===== src/rtl/kmr_pkg.sv =====
package kmr_pkg;

    localparam int MODE_W  = 4;
    localparam int KEY_W   = 16;
    localparam int MASK_W  = 16;

    typedef logic [MODE_W-1:0] mode_t;

    localparam mode_t M_RESET = 4'd0;
    localparam mode_t M_TEST  = 4'd1;
    localparam mode_t M_SAFE  = 4'd2;
    localparam mode_t M_DRUN  = 4'd3;
    localparam mode_t M_RUN0  = 4'd4;
    localparam mode_t M_RUN3  = 4'd7;
    localparam mode_t M_HALT0 = 4'd8;
    localparam mode_t M_STOP0 = 4'd10;

    localparam logic [KEY_W-1:0] KEY_OPEN  = 16'h5AF0;
    localparam logic [KEY_W-1:0] KEY_CLOSE = ~KEY_OPEN;

    // enable bits that are fixed at one, and bits software may change
    localparam logic [MASK_W-1:0] MASK_FIXED    = 16'h001D;
    localparam logic [MASK_W-1:0] MASK_WRITABLE = 16'h05E2;

    typedef enum logic {SEQ_IDLE, SEQ_ARMED} seq_state_e;

    typedef enum logic [1:0] {SRC_NONE, SRC_SAFE, SRC_WAKE, SRC_SW} load_src_e;

    typedef struct packed {
        logic  done;
        mode_t mode;
    } sw_req_t;

    function automatic logic code_legal(input mode_t m);
        return (m <= M_HALT0) || (m == M_STOP0);
    endfunction

    function automatic logic code_is_run(input mode_t m);
        return (m >= M_RUN0) && (m <= M_RUN3);
    endfunction

    function automatic logic code_is_lowpower(input mode_t m);
        return (m == M_HALT0) || (m == M_STOP0);
    endfunction

endpackage


===== src/rtl/kmr_key_seq.sv =====
module kmr_key_seq
    import kmr_pkg::*;
(
    input  logic             clk,
    input  logic             rst,
    input  logic             wr_ctrl,
    input  logic [KEY_W-1:0] key,
    input  mode_t            mode,
    input  logic             hw_abort,
    output sw_req_t          req
);

    seq_state_e state;
    mode_t      held_mode;

    always_comb begin
        req.done = wr_ctrl && (state == SEQ_ARMED) && (key == KEY_CLOSE) && (mode == held_mode);
        req.mode = held_mode;
    end

    always_ff @(posedge clk) begin
        if (rst) begin
            state     <= SEQ_IDLE;
            held_mode <= M_RESET;
        end else if (hw_abort) begin
            state <= SEQ_IDLE;
        end else if (wr_ctrl) begin
            if (state == SEQ_ARMED) begin
                state <= SEQ_IDLE;
            end else if (key == KEY_OPEN) begin
                state     <= SEQ_ARMED;
                held_mode <= mode;
            end
        end
    end

    // a pending sequence never survives the next control write
    a_r4_one_shot: assert property (@(posedge clk) disable iff (rst)
        (wr_ctrl && state == SEQ_ARMED) |=> (state == SEQ_IDLE));

    // only the opening key can start a sequence
    a_r3_no_false_arm: assert property (@(posedge clk) disable iff (rst)
        (wr_ctrl && state == SEQ_IDLE && key != KEY_OPEN) |=> (state == SEQ_IDLE));

    // an override cancels whatever was pending
    a_r11_abort_clears: assert property (@(posedge clk) disable iff (rst)
        hw_abort |=> (state == SEQ_IDLE));

endmodule


===== src/rtl/kmr_mode_mask.sv =====
module kmr_mode_mask #(
    parameter int              W        = 16,
    parameter logic [W-1:0]    FIXED    = 16'h001D,
    parameter logic [W-1:0]    WRITABLE = 16'h05E2
) (
    input  logic         clk,
    input  logic         rst,
    input  logic         wr,
    input  logic [W-1:0] wdata,
    output logic [W-1:0] mask
);

    for (genvar i = 0; i < W; i++) begin : g_bit
        if (WRITABLE[i]) begin : g_flop
            logic bit_q;
            always_ff @(posedge clk) begin
                if (rst)     bit_q <= FIXED[i];
                else if (wr) bit_q <= wdata[i];
            end
            assign mask[i] = bit_q;
        end else begin : g_const
            assign mask[i] = FIXED[i];
        end
    end

    // writable bits take the written value, nothing else moves
    a_r6_write_lands: assert property (@(posedge clk) disable iff (rst)
        wr |=> ((mask & WRITABLE) == ($past(wdata) & WRITABLE)));

    a_r6_hold: assert property (@(posedge clk) disable iff (rst)
        !wr |=> $stable(mask));

endmodule


===== src/rtl/kmr_target.sv =====
module kmr_target
    import kmr_pkg::*;
#(
    parameter mode_t RESET_MODE = M_DRUN
) (
    input  logic              clk,
    input  logic              rst,
    input  sw_req_t           sw,
    input  logic [MASK_W-1:0] mask,
    input  logic              hw_safe,
    input  logic              hw_wake,
    input  logic              stat_wr,
    input  logic              stat_clr,
    output mode_t             tgt,
    output logic              req_valid,
    output logic              invalid_flag
);

    load_src_e src;
    logic      sw_ok;
    mode_t     last_run;

    always_comb begin
        if (hw_safe)                               src = SRC_SAFE;
        else if (hw_wake && code_is_lowpower(tgt)) src = SRC_WAKE;
        else if (sw.done)                          src = SRC_SW;
        else                                       src = SRC_NONE;
        sw_ok = code_legal(sw.mode) && mask[sw.mode];
    end

    always_ff @(posedge clk) begin
        if (rst) begin
            tgt          <= RESET_MODE;
            last_run     <= M_RUN0;
            req_valid    <= 1'b0;
            invalid_flag <= 1'b0;
        end else begin
            req_valid <= 1'b0;
            case (src)
                SRC_SAFE: begin
                    tgt       <= M_SAFE;
                    req_valid <= 1'b1;
                end
                SRC_WAKE: begin
                    tgt       <= last_run;
                    req_valid <= 1'b1;
                end
                SRC_SW: begin
                    if (sw_ok) begin
                        tgt       <= sw.mode;
                        req_valid <= 1'b1;
                        if (code_is_run(sw.mode)) last_run <= sw.mode;
                    end
                end
                default: ;
            endcase
            if (src == SRC_SW && !sw_ok)   invalid_flag <= 1'b1;
            else if (stat_wr && stat_clr)  invalid_flag <= 1'b0;
        end
    end

    // the target never changes silently
    a_r2_change_pulses: assert property (@(posedge clk) disable iff (rst)
        (tgt != $past(tgt)) |-> req_valid);

    // a pulse never announces a reserved code
    a_r7_pulse_legal: assert property (@(posedge clk) disable iff (rst)
        req_valid |-> code_legal(tgt));

    // a refused request raises the flag without a pulse
    a_r7_refuse_quiet: assert property (@(posedge clk) disable iff (rst)
        $rose(invalid_flag) |-> !req_valid);

    // safe request wins and is announced
    a_r9_safe_load: assert property (@(posedge clk) disable iff (rst)
        hw_safe |=> (tgt == M_SAFE) && req_valid);

    // wake outside a low-power target does nothing
    a_r10_wake_idle: assert property (@(posedge clk) disable iff (rst)
        (hw_wake && !hw_safe && !code_is_lowpower(tgt) && !sw.done) |=> ($stable(tgt) && !req_valid));

endmodule


===== src/rtl/kmr_mode_request.sv =====
module kmr_mode_request
    import kmr_pkg::*;
#(
    parameter int                ADDR_W   = 4,
    parameter logic [ADDR_W-1:0] OFS_CTRL = 4'h0,
    parameter logic [ADDR_W-1:0] OFS_MASK = 4'h4,
    parameter logic [ADDR_W-1:0] OFS_STAT = 4'h8
) (
    input  logic              clk,
    input  logic              rst,
    input  logic [ADDR_W-1:0] bus_addr,
    input  logic              bus_we,
    input  logic [31:0]       bus_wdata,
    output logic [31:0]       bus_rdata,
    input  logic              hw_safe_req,
    input  logic              hw_wake_evt,
    output logic [MODE_W-1:0] tgt_mode,
    output logic              req_valid
);

    localparam int PAD_W = 32 - KEY_W - MODE_W;

    logic              wr_ctrl, wr_mask, wr_stat;
    logic              hw_abort;
    logic              invalid_flag;
    logic [MASK_W-1:0] mask;
    sw_req_t           sw_req;
    mode_t             tgt;
    logic              unused_wdata;

    assign wr_ctrl = bus_we && (bus_addr == OFS_CTRL);
    assign wr_mask = bus_we && (bus_addr == OFS_MASK);
    assign wr_stat = bus_we && (bus_addr == OFS_STAT);
    assign hw_abort = hw_safe_req || (hw_wake_evt && code_is_lowpower(tgt));
    assign unused_wdata = ^bus_wdata[KEY_W-1:MODE_W];

    kmr_key_seq u_seq (
        .clk      (clk),
        .rst      (rst),
        .wr_ctrl  (wr_ctrl),
        .key      (bus_wdata[31:32-KEY_W]),
        .mode     (bus_wdata[MODE_W-1:0]),
        .hw_abort (hw_abort),
        .req      (sw_req)
    );

    kmr_mode_mask #(
        .W        (MASK_W),
        .FIXED    (MASK_FIXED),
        .WRITABLE (MASK_WRITABLE)
    ) u_mask (
        .clk   (clk),
        .rst   (rst),
        .wr    (wr_mask),
        .wdata (bus_wdata[MASK_W-1:0]),
        .mask  (mask)
    );

    kmr_target #(
        .RESET_MODE (M_DRUN)
    ) u_tgt (
        .clk          (clk),
        .rst          (rst),
        .sw           (sw_req),
        .mask         (mask),
        .hw_safe      (hw_safe_req),
        .hw_wake      (hw_wake_evt),
        .stat_wr      (wr_stat),
        .stat_clr     (bus_wdata[0]),
        .tgt          (tgt),
        .req_valid    (req_valid),
        .invalid_flag (invalid_flag)
    );

    always_comb begin
        if (bus_addr == OFS_CTRL)      bus_rdata = {KEY_CLOSE, {PAD_W{1'b0}}, tgt};
        else if (bus_addr == OFS_MASK) bus_rdata = {{(32-MASK_W){1'b0}}, mask};
        else if (bus_addr == OFS_STAT) bus_rdata = {31'b0, invalid_flag};
        else                           bus_rdata = 32'b0;
    end

    assign tgt_mode = tgt;

    // writing zero never clears a raised flag
    a_r8_zero_keeps: assert property (@(posedge clk) disable iff (rst)
        (invalid_flag && wr_stat && !bus_wdata[0]) |=> invalid_flag);

endmodule


===== config.mk =====
export PLATFORM = sky130hd
export DESIGN_NAME = kmr_mode_request
export DESIGN_NICKNAME = d
export VERILOG_FILES = /design/src/rtl/kmr_pkg.sv /design/src/rtl/kmr_key_seq.sv /design/src/rtl/kmr_mode_mask.sv /design/src/rtl/kmr_target.sv /design/src/rtl/kmr_mode_request.sv
export SDC_FILE = /design/constraint.sdc
export NUM_CORES = 1
export LEC_CHECK = 0
export BUFFER_PORTS_ARGS = -buffer_cell sky130_fd_sc_hd__buf_2
export CAP_MARGIN = 20
export CORE_ASPECT_RATIO = 1.75
export CORE_MARGIN = 1.5
export CORE_UTILIZATION = 48
export CTS_CLUSTER_DIAMETER = 30
export CTS_CLUSTER_SIZE = 8
export DETAILED_ROUTE_END_ITERATION = 10
export GPL_ROUTABILITY_DRIVEN = 1
export PLACE_DENSITY_LB_ADDON = 0.1
export SLEW_MARGIN = 40
export SYNTH_ARGS = -nofsm -noshare
export SYNTH_HDL_FRONTEND = slang
export SYNTH_SLANG_ARGS = --single-unit

===== constraint.sdc =====
create_clock -name clk -period 9.7 [get_ports clk]
set_input_delay 1.94 -clock clk [delete_from_list [all_inputs] [get_ports clk]]
set_output_delay 1.94 -clock clk [all_outputs]
set_load 0.02 [all_outputs]

* Yosys cells after proc, flatten, opt, wreduce, memory -nomap -nowiden
Index checks and enable logic that the tools add are counted.
W data, S select, Z words.
** Word-level totals
- Register bits after elaboration :: 21
- Input port bits :: 41
- Output and inout bits :: 37
- Logic and storage cells :: 69
** Operators by class
- $lt $le $gt $ge :: 4
- Equal/unequal tests :: 12
- Muxes and demuxes :: 16
- Bitwise logic cells :: 2
- Reduce and logical (&&, ||, !) cells :: 23
** Operators with widths (count)
- $mux W32 :: 1
- $eq A16 B15 Y1 const B :: 1
- $eq A16 B16 Y1 const B :: 1
- $eq A4 B4 Y1 const B :: 4
- $pmux W4 S3 :: 1
- $logic_and A1 B1 Y1 :: 11
- $mux W11 :: 1
- $mux W1 :: 7
- $mux W2 :: 3
- $lt A4 B5 Y1 const B :: 1
- $bmux W1 S4 :: 1
- $eq A2 B2 Y1 const B :: 2
- $eq A4 B3 Y1 const B :: 1
- $eq A4 B4 Y1 :: 1
- $ge A4 B3 Y1 const B :: 1
- $le A4 B3 Y1 const B :: 1
- $le A4 B4 Y1 const B :: 1
- $logic_not A4 Y1 :: 1
- $mux W4 :: 1
- $reduce_and A4 Y1 :: 1
- $reduce_or A2 Y1 :: 2
- $logic_or A1 B1 Y1 :: 3
- $reduce_and A3 Y1 :: 1
- $reduce_bool A3 Y1 :: 1
- other kinds (7) :: 8

* Longest topological paths before layout
Gate-level depths: netlist of the first run.
- Depth in word-level cells :: 11
- Gate-level depth with buffers :: 10
- Gate-level depth less buffers :: 9

* Cells and area by module
Synthesis of the first run repeated with hierarchy kept, for this count alone.
** Second synthesis, totals
- Cell total of the unflattened synthesis :: 200
- Area total of the unflattened synthesis :: 1702.9 µm²
** Modules (own cells, without submodules)
- kmr_target :: instances 1, cells each 71, area each 639.4 µm², sequential area each 200.2 µm²
- kmr_key_seq :: instances 1, cells each 41, area each 364.1 µm², sequential area each 100.1 µm²
- kmr_mode_request :: instances 1, cells each 51, area each 357.8 µm², sequential area each 0.0 µm²
- kmr_mode_mask :: instances 1, cells each 37, area each 341.6 µm², sequential area each 120.1 µm²

* Worst setup path before layout of the first run
OpenSTA, ideal clock, no wires.
- Kind :: input port to output port
- Start :: input bus_addr[3]
- End :: output bus_rdata[17]
- Arrival time :: 3.655 ns
- Required time :: 7.760 ns
- Slack :: 4.105 ns
- Stages :: 2
- Buffers on the path :: 1
- Cells stage by stage :: nor4_1 -> buf_4
** Between the ends
- Longest elaborated chain between the ends :: 2
** RTL lines
- start: declaration :: RTL line kmr_mode_request.sv:11 : input logic [ADDR_W-1:0] bus_addr,
- $logic_not A4 Y1 :: RTL line kmr_mode_request.sv:76 : if (bus_addr == OFS_CTRL) bus_rdata = {KEY_CLOSE, {PAD_W{1'b0}}, tgt};
- $mux W32 :: RTL line kmr_mode_request.sv:76
- end: declaration :: RTL line kmr_mode_request.sv:14 : output logic [31:0] bus_rdata,
No other way between the ends.

* Final worst setup path of the first run
- Start :: input bus_addr[2]
- End :: output bus_rdata[26]
Same word-level chain as after synthesis.

==> results of run 1 <==
[cells in the final DEF (no fill, tap or decap), drive strengths merged, types with 5 or more instances in the layout]
cell   count
mux2i     14
dfxtp     21
buf       56
and3       7
o31ai      5
nor2      12
nand3      6
conb      14
a21oi      8
[cells by family after synthesis]
kind of cell,Yosys count
AO/OA/AOI/OAI,28
XOR/XNOR,4
adder cells (fa/ha/maj),3
buffers and inverters,29
flip-flops,21
multiplexers,16
other,1
AND/OR/NAND/NOR,67
[final cells by class]
| class | instances | share of cell area, % |
|---|---|---|
| clock buffer | 3 | 2.42 |
| clock inverter | 1 | 0.293 |
| multi-input combinational | 132 | 54.2 |
| sequential | 21 | 24.6 |
| tap | 28 | 2.05 |
| timing repair buffer | 56 | 16.4 |
[layer usage]
layer | part of all wire [%] | GRT usage (%) | vias up | routed length, µm
li1 | - | - | 674 | -
met1 | 38 | 23.6 | 630 | 1360
met2 | 55 | 37.5 | 47 | 1980
met3 | 3.6 | 2.13 | 13 | 131
met4 | 3.3 | 10.9 | 0 | 118
met5 | 0 | 0 | - | 0
[power by group through the flow]
stage / clock (mW) / combinational [mW] / sequential [mW]
floorplan: 0 / 0.0213 / 0.0902
global placement: 0 / 0.0283 / 0.0897
detailed placement: 0 / 0.0293 / 0.0897
CTS: 0.0592 / 0.0294 / 0.0877
global route: 0.0633 / 0.0321 / 0.0879
finish: 0.0574 / 0.0296 / 0.0877
[sequential cells by signal, indices dropped and copies added (netlist names)]
signal                     count
u_tgt.tgt                      4
u_tgt.last_run                 4
u_seq.held_mode                4
u_seq.state                    1
u_mask.g_bit.g_flop.bit_q      6
u_tgt.invalid_flag             1
u_tgt.req_valid                1
[path summary, 6_finish.rpt]
| path | end | slack [ns] | cells past startpoint |
|---|---|---|---|
| worst max-delay path | bus_rdata[26] | 4.71 | 3 |
| worst max register to register | u_tgt.tgt[3]$_SDFFE_PP0P_ | 6.80 | 8 |
| worst min register to register | u_tgt.last_run[2]$_SDFFE_PP1P_ | 0.46 | 1 |
| worst min-delay path | u_tgt.last_run[2]$_SDFFE_PP1P_ | 0.46 | 1 |
[worst max-delay path, stage by stage]
cell and delay [ns]:
buf_2 0.18, nor4_2 0.64, buf_2 0.29
==> reports/results.txt, run 1 <==
Status: finished, final reports clean
Crit path max fanout: 14
CP Launch Type: input pin
Post-synthesis compound-gate area fraction: 13.3%
Post-route ant nets: 0
Rel. slew slack: 43.4%
Register Area: 420 µm²
Post-CTS Hold Buffers: 0
Clock sinks: 21
Internal power: 0.126 mW
Final Hold Fails: 0
Post-Layout Cell Count: 241
Post-layout minimum cycle time: 4.99 ns
Dpl cell area: 0.00165 mm²
CP Capture Type: output port
# Post-CTS Setup Buffers: 0
CTS tree: built
Fin crit share: 51.4%
VDD IR max: 58.5 µV
Largest family of logic cells by synthesized area: simple AND/OR/NAND/NOR gates
Dpl hpwl: 2910 µm
RR Startpoint: u_seq.held_mode[0]$_SDFFE_PP0P_
Clock latency on the worst-skew pair: 0.26 ns
Sw Pwr: 0.0484 mW
Most common cell in the netlist: buf_4
Grt ovf: 0
Clk pwr share: 32.8%
Vias in the first global route: 1298
Number of fill cells: 281
Simple-gate share of the synthesized area: 28.7%
Synthesized area per cell: 8.71 µm²
Synthesis-stage register bit count: 21
EDFF count, synth: 0
Net Sw Frac: 27.7%
Multi-input gate area: 925 µm²
Largest net degree at the start of global routing: 28
Sequential share of power: 50.2%
Pwr/cell area: 102 mW/mm²
Die width: 44.9 µm
Worst setup margin: 4.71 ns
Root buf cell: clkbuf_8
Synth Cell Area: 0.00147 mm²
Core Util, Final: 58.3%
Post-route DRC: 0
Clock-pin slew on the worst setup and hold paths: 0.07 ns
Post-synth ARST share: 0%
Xor-xnor portion of the synthesized cell area: 2.38%
Die Area: 0.00342 mm²
Post-Route Skew: 0.00499 ns
Area contributors post-synth: dfxtp_1 29%, buf_4 11%, mux2i_1 9.5%, nor2_1 3.1%, and3_1 3.0%
Maximum clock frequency: 200 MHz
Min-Delay Path Class: reg -> reg
ANT cells: 0
H-tree levels: 1
Initial detailed-routing violation count: 15
1st-pass router iterations: 4
Top_reg_cell synth: dfxtp_1
Hold_sp: u_tgt.last_run[2]$_SDFFE_PP1P_
Leak Pwr: 0.814 nW
Core Rows: 26
Layout Nets: 258
Starting Density: 50.3%
Worst Setup SP: bus_addr[2]
Total CTS buffers: 3
Max Cap Violations: 0
Layout area overhead: 15.9%
Post-synth top cells: 22 x buf_4, 21 x dfxtp_1, 14 x mux2i_1, 12 x nor2_1, 8 x a21oi_1
Multiplexer share of the synthesized area: 11.0%
Critical Path RT: 7.76 ns
Cell type with the highest aggregate area in the netlist: dfxtp_1
Synth top area share: 28.5%
IO Count: 78
Routed vias: 1364
Initial antenna violation count: 0
Final setup viols: 0
Comb pwr share: 16.9%
First-pass GRT wire length: 5600 µm
Fin. max-slew vios: 0
Worst hold slack: 0.460 ns
Die H: 76.3 µm
Post_cts resized: 0
Overall power: 0.175 mW
Register area share after synthesis: 28.5%
Synth cell types: 44
Cells after synthesis: 169
Drt wl/cell: 14.9 µm
Setup_tns: 0 ns
Post-route cell area: 0.00171 mm²
Actual slew at the worst max-slew pin: 0.841 ns
Share of layout cells above drive strength 1: 31.0%
GRT Overall Usage: 21.3%
Data arrival, critical path: 3.05 ns
Core Footprint: 0.00293 mm²
Post-synthesis adder-cell area fraction: 2.55%
Number of I/O port buffers: 56
Inst Count DP: 237
DRT Wirelength: 3600 µm
Pre-CTS worst setup slack: 4.57 ns
GPL Wtd Cong: 0.866
RSZ-0062 raised after global routing: false
Yosys Warn Count: 0
Kind of critical path: in -> out
Clock buffer depth: 2
Via density: 5.66
(Power assumes the default switching activity.)
==> run 2, diff against run 1 <==
--- a/config.mk
+++ b/config.mk
@@ -9,7 +9,7 @@
 export CAP_MARGIN = 20
 export CORE_ASPECT_RATIO = 1.75
 export CORE_MARGIN = 1.5
-export CORE_UTILIZATION = 48
+export CORE_UTILIZATION = 45
 export CTS_CLUSTER_DIAMETER = 30
 export CTS_CLUSTER_SIZE = 8
 export DETAILED_ROUTE_END_ITERATION = 10
==> constraint.sdc (replaced) <==
create_clock -name clk -period 4.6 [get_ports clk]
set_input_delay 0.92 -clock clk [delete_from_list [all_inputs] [get_ports clk]]
set_output_delay 0.92 -clock clk [all_outputs]
set_load 0.02 [all_outputs]
==> run 2 against run 1 <==
Against the previous run:
- flip-flop and latch count did not move
- core utilization fell by 3.2 points
- via count decreased by 0.15%
- setup slack got worse by 3.6 ns
- routed wire length increased by 2.2%
- first-iteration DRC count rose by 130%
- non-clock buffer count grew 1
- sequential power rose by 110%
- hold slack better by 0.017 ns
- die area increased by 6.3%
- clock power up 120%
- clock-buffer cell count is 1 higher
- highest routed layer unchanged
==> reports/results.txt, run 2 (synthesis gave the netlist of run 1 again) <==
# Post-CTS Setup Buffers: 0 (unchanged)
Total CTS buffers: 3 (unchanged)
Most common library cell in the layout ignoring fill and taps: buf_2 (unchanged)
CP Launch Type: input pin (unchanged)
Die width: 46.2 µm (was 44.9 µm)
Status: finished, final reports clean (unchanged)
Maximum clock frequency: 289 MHz
Fin. max-slew vios: 0 (unchanged)
Setup slack, reg-to-reg: 1.72 ns (was 6.80 ns)
Crit path max fanout: 8 (was 14)
Clock buffer depth: 2 (unchanged)
CP Capture Type: flip-flop (was output port)
Routed vias: 1362 (was 1364)
Most frequent cells in the layout: 56 x buf_2, 21 x dfxtp_1, 14 x mux2i_1, 14 x conb_1, 12 x nor2_1 (unchanged)
Root buf cell: clkbuf_8 (unchanged)
Fin crit share: 75.2%
Final Hold Fails: 0 (unchanged)
ANT cells: 0 (unchanged)
VDD IR max: 154 µV (was 58.5 µV)
Post-layout minimum cycle time: 3.46 ns
Max Cap Violations: 0 (unchanged)
Dpl hpwl: 2910 µm (about the same)
Number of I/O port buffers: 56 (unchanged)
DRT Wirelength: 3680 µm (was 3600 µm)
Pwr/cell area: 216 mW/mm² (was 102 mW/mm²)
Grt ovf: 0 (unchanged)
Starting Density: 46.9% (was 50.3%)
Layout area overhead: 17.6% (was 15.9%)
Critical Path RT: 4.75 ns (was 7.76 ns)
RSZ-0062 raised after global routing: false (unchanged)
Die H: 78.7 µm (was 76.3 µm)
Largest net degree at the start of global routing: 28 (unchanged)
Post_cts resized: 0 (unchanged)
Data arrival, critical path: 3.61 ns (was 3.05 ns)
Worst reg2reg path endpoint: u_tgt.tgt[2]$_SDFFE_PP0P_ (was u_tgt.tgt[3]$_SDFFE_PP0P_)
Largest register by flop count: u_mask.g_bit.g_flop.bit_q (unchanged)
Post-Route Skew: 0.00152 ns (was 0.00499 ns)
Post-route ant nets: 0 (unchanged)
IO Count: 78 (unchanged)
Kind of critical path: in -> reg (was in -> out)
CP Capture Point: u_tgt.tgt[2]$_SDFFE_PP0P_ (was bus_rdata[26])
Share of layout cells above drive strength 1: 30.8% (was 31.0%)
Clock sinks: 21 (unchanged)
Max reg flops: 6 (unchanged)
Via density: 5.30 (was 5.66)
1st-pass router iterations: 4 (unchanged)
Initial antenna violation count: 0 (unchanged)
Setup_tns: 0 ns (unchanged)
Clock latency on the worst-skew pair: 0.26 ns (about the same)
Core Footprint: 0.00314 mm² (was 0.00293 mm²)
R2R cell count: 8 (unchanged)
First-pass GRT wire length: 5650 µm (was 5600 µm)
Rel. slew slack: 56.0% (was 43.4%)
Layout Nets: 259 (was 258)
Core Rows: 27 (was 26)
Actual slew at the worst max-slew pin: 0.651 ns (was 0.841 ns)
CTS tree: built (unchanged)
Post-CTS Hold Buffers: 0 (unchanged)
Worst Setup SP: bus_wdata[20] (was bus_addr[2])
Initial detailed-routing violation count: 35 (was 15)
RR Startpoint: u_seq.held_mode[0]$_SDFFE_PP0P_ (unchanged)
Min-Delay Path Class: reg -> reg (unchanged)
Leak Pwr: 0.817 nW (was 0.814 nW)
Drt wl/cell: 14.3 µm (was 14.9 µm)
Vias in the first global route: 1286 (was 1298)
Overall power: 0.373 mW (was 0.175 mW)
Clock-pin slew on the worst setup and hold paths: 0.08 ns (was 0.07 ns)
Final setup viols: 0 (unchanged)
GRT Overall Usage: 20.7% (was 21.3%)
Post-route DRC: 0 (unchanged)
Die Area: 0.00364 mm² (was 0.00342 mm²)
GPL Wtd Cong: 0.834 (was 0.866)
H-tree levels: 1 (unchanged)
[run 2: how the worst min path moves through the flow]
stage                                    from                        endpoint  cells past startpoint
5_1_grt        u_tgt.last_run[0]$_SDFFE_PP0P_  u_tgt.last_run[0]$_SDFFE_PP0P_                      2
3_3_place_gp   u_tgt.last_run[2]$_SDFFE_PP1P_  u_tgt.last_run[2]$_SDFFE_PP1P_                      1
2_1_floorplan  u_tgt.last_run[2]$_SDFFE_PP1P_  u_tgt.last_run[2]$_SDFFE_PP1P_                      1
4_1_cts        u_tgt.last_run[2]$_SDFFE_PP1P_  u_tgt.last_run[2]$_SDFFE_PP1P_                      1
6_report       u_tgt.last_run[2]$_SDFFE_PP1P_  u_tgt.last_run[2]$_SDFFE_PP1P_                      1
3_5_place_dp   u_tgt.last_run[2]$_SDFFE_PP1P_  u_tgt.last_run[2]$_SDFFE_PP1P_                      1
[run 2: per-stage QoR]
step | instance area, µm² | util [%] | instances | setup WS, ns | hold slack, ns
5_1_grt | 1730 | 55.1 | 257 | 0.995 | 0.501
3_3_place_gp | 1670 | 53.1 | 253 | 0.957 | 0.434
2_1_floorplan | 1520 | - | 182 | 0.469 | 0.416
4_1_cts | 1710 | 54.6 | 257 | 1.16 | 0.477
3_5_place_dp | 1670 | 53.1 | 253 | 0.881 | 0.455
6_report | 1730 | 55.1 | 257 | 1.14 | 0.477
[run 2: final cells by class]
type / instances / area [µm²]
timing repair buffer: 57 / 288
tap: 43 / 53.8
sequential: 21 / 420
fill: 315 / 1410
multi-input combinational: 132 / 925
clock buffer: 4 / 45.0
[run 2: routing by layer]
metal | track usage, % | vias to the layer above | share of wire (%) | routed length [µm]
li1 | - | 681 | - | -
met1 | 23.0 | 629 | 39 | 1440
met2 | 36.5 | 42 | 54 | 1990
met3 | 2.53 | 10 | 3.5 | 127
met4 | 9.43 | 0 | 3.2 | 118
met5 | 0 | - | 0 | 0
[run 2: report_power, final]
part	internal (mW)	total (mW)	switching [mW]
sequential	0.183	0.185	0.00159
combinational	0.0229	0.0630	0.0401
clock	0.0618	0.125	0.0635
[run 2: worst max-delay path: stages]
cell	delay, ns
buf_2	0.10
or4b_1	0.52
or4_4	0.51
nor4_4	0.33
o21ba_1	0.18
ha_1	0.30
o31a_1	0.20
a21oi_1	0.17
mux2_1	0.36
==> run 3, diff against run 2 <==
==> constraint.sdc (replaced) <==
create_clock -name clk -period 3.5 [get_ports clk]
set_input_delay 0.7 -clock clk [delete_from_list [all_inputs] [get_ports clk]]
set_output_delay 0.7 -clock clk [all_outputs]
set_load 0.02 [all_outputs]
==> run 3 against run 2 <==
Against the previous run:
- setup slack worse by 0.72 ns
- highest routed layer unchanged
- critical endpoint is now u_tgt.tgt[3]$_SDFFE_PP0P_
- non-clock buffer count up 3
- largest power group unchanged
- cell area grew 0.94%
- critical path depth rose by 1
- clock skew about the same
- sequential power grew 31%
==> reports/results.txt, run 3 (synthesis gave the netlist of run 1 again) <==
CTS tree: built (unchanged)
Worst setup margin: 0.417 ns (was 1.14 ns)
Actual slew at the worst max-slew pin: 0.778 ns (was 0.651 ns)
Layout Nets: 262 (was 259)
Rel. slew slack: 47.7% (was 56.0%)
Number of I/O port buffers: 56 (unchanged)
Clock buffer depth: 2 (unchanged)
First-pass GRT wire length: 6090 µm (was 5650 µm)
Delay of the slowest critical-path stage: 0.52 ns (about the same)
Overall power: 0.493 mW (was 0.373 mW)
Layout area overhead: 18.7% (was 17.6%)
ANT cells: 0 (unchanged)
Die H: 78.7 µm (unchanged)
Most frequent cells in the layout: 56 x buf_2, 21 x dfxtp_1, 14 x mux2i_1, 14 x conb_1, 12 x nor2_1 (unchanged)
# Post-CTS Setup Buffers: 0 (unchanged)
Post-Layout Cell Count: 260 (was 257)
Min-Delay Path Class: reg -> reg (unchanged)
CP Launch Type: input pin (unchanged)
H-tree levels: 1 (unchanged)
Dpl cell area: 0.00170 mm² (was 0.00167 mm²)
Total CTS buffers: 3 (unchanged)
GPL Wtd Cong: 0.854 (was 0.834)
Root buf cell: clkbuf_8 (unchanged)
Most common library cell in the layout ignoring fill and taps: buf_2 (unchanged)
Fin. max-slew vios: 0 (unchanged)
Post_cts resized: 0 (unchanged)
Post-Route Skew: 0.00189 ns (was 0.00152 ns)
Clock latency on the worst-skew pair: 0.27 ns (was 0.26 ns)
Fin crit share: 88.1%
Share of layout cells above drive strength 1: 31.3% (was 30.8%)
Max Cap Violations: 0 (unchanged)
Routed vias: 1391 (was 1362)
Data arrival, critical path: 3.24 ns (was 3.61 ns)
Drt wl/cell: 14.8 µm (was 14.3 µm)
Status: finished, final reports clean (unchanged)
CP Capture Type: flip-flop (unchanged)
Largest net degree at the start of global routing: 28 (unchanged)
Die width: 46.2 µm (unchanged)
Core Util, Final: 55.6% (was 55.1%)
Initial antenna violation count: 0 (unchanged)
Core Rows: 27 (unchanged)
Initial detailed-routing violation count: 16 (was 35)
Post-CTS Hold Buffers: 0 (unchanged)
Largest register by flop count: u_mask.g_bit.g_flop.bit_q (unchanged)
Worst hold slack: 0.461 ns (was 0.477 ns)
Clock-pin slew on the worst setup and hold paths: 0.08 ns (about the same)
Setup_tns: 0 ns (unchanged)
Pwr/cell area: 282 mW/mm² (was 216 mW/mm²)
Post-route cell area: 0.00175 mm² (was 0.00173 mm²)
Grt ovf: 0 (unchanged)
Critical Path RT: 3.66 ns (was 4.75 ns)
DRT Wirelength: 3840 µm (was 3680 µm)
Post-route ant nets: 0 (unchanged)
Clock sinks: 21 (unchanged)
Pre-CTS worst setup slack: 0.129 ns (was 0.881 ns)
Final Hold Fails: 0 (unchanged)
Number of fill cells: 338 (was 315)
Vias in the first global route: 1382 (was 1286)
RSZ-0062 raised after global routing: false (unchanged)
Leak Pwr: 0.832 nW (was 0.817 nW)
Die Area: 0.00364 mm² (unchanged)
Inst Count DP: 256 (was 253)
Starting Density: 46.9% (unchanged)
Kind of critical path: in -> reg (unchanged)
Via density: 5.35 (was 5.30)
Max reg flops: 6 (unchanged)
IO Count: 78 (unchanged)
Crit path max fanout: 4 (was 8)
VDD IR max: 206 µV (was 154 µV)
1st-pass router iterations: 4 (unchanged)
Maximum clock frequency: 324 MHz
Crit-path cells: buf_2 > or4b_1 > or4_4 > nor4_4 > o21ba_1 > ha_1 > o31a_1 > a21oi_1 > buf_4 > mux2_1 (was buf_2 > or4b_1 > or4_4 > nor4_4 > o21ba_1 > ha_1 > o31a_1 > a21oi_1 > mux2_1)
CP max-delay cell: or4b_1 (unchanged)
Post-layout minimum cycle time: 3.08 ns
Post-route DRC: 0 (unchanged)
GRT Overall Usage: 22.2% (was 20.7%)
Core Footprint: 0.00314 mm² (unchanged)
Dpl hpwl: 3010 µm (was 2910 µm)
Final setup viols: 0 (unchanged)
-- run 3: cell types whose count changed in the layout (fill, tap and decap cells not counted), sizes merged --
cell and change:
buf +3
-- run 3: layout make-up --
type,count,area (µm²),share of cell area [%]
Multi-Input combinational cell,132,918,52.5
Sequential cell,21,420,24.1
Timing Repair Buffer,60,310,17.8
Tap cell,43,53.8,3.08
Clock buffer,4,45.0,2.58
-- run 3: report_power, final --
group / switching, mW / leakage [nW] / total (mW) / internal (mW)
logic: 0.0531 / 0.640 / 0.0838 / 0.0307
registers: 0.00205 / 0.170 / 0.243 / 0.241
clock network: 0.0849 / 0.0228 / 0.166 / 0.0815
total: 0.140 / 0.832 / 0.493 / 0.353
-- run 3: routing by layer --
layer  global-route usage [%]  routed length (µm)
met1                     25.5                1480
met2                     38.6                2140
met3                     2.07                 129
met4                     10.3                  97
met5                        0                   0
-- run 3: path summary, 6_finish.rpt --
check	from	end	slack [ns]	cells after the start
min	u_tgt.last_run[2]$_SDFFE_PP1P_	u_tgt.last_run[2]$_SDFFE_PP1P_	0.46	1
min reg2reg	u_tgt.last_run[2]$_SDFFE_PP1P_	u_tgt.last_run[2]$_SDFFE_PP1P_	0.46	1
max	bus_wdata[20]	u_tgt.tgt[3]$_SDFFE_PP0P_	0.42	10
max reg2reg	u_seq.held_mode[0]$_SDFFE_PP0P_	u_tgt.tgt[3]$_SDFFE_PP0P_	0.76	9
-- run 3: worst max-delay path: cells and delay by family --
kind                     cells  cell delay, ns
adder cells (fa/ha/maj)      1            0.18
AND/OR/NAND/NOR              3            1.37
buffers and inverters        2            0.26
multiplexers                 1            0.31
AO/OA/AOI/OAI                3            0.42
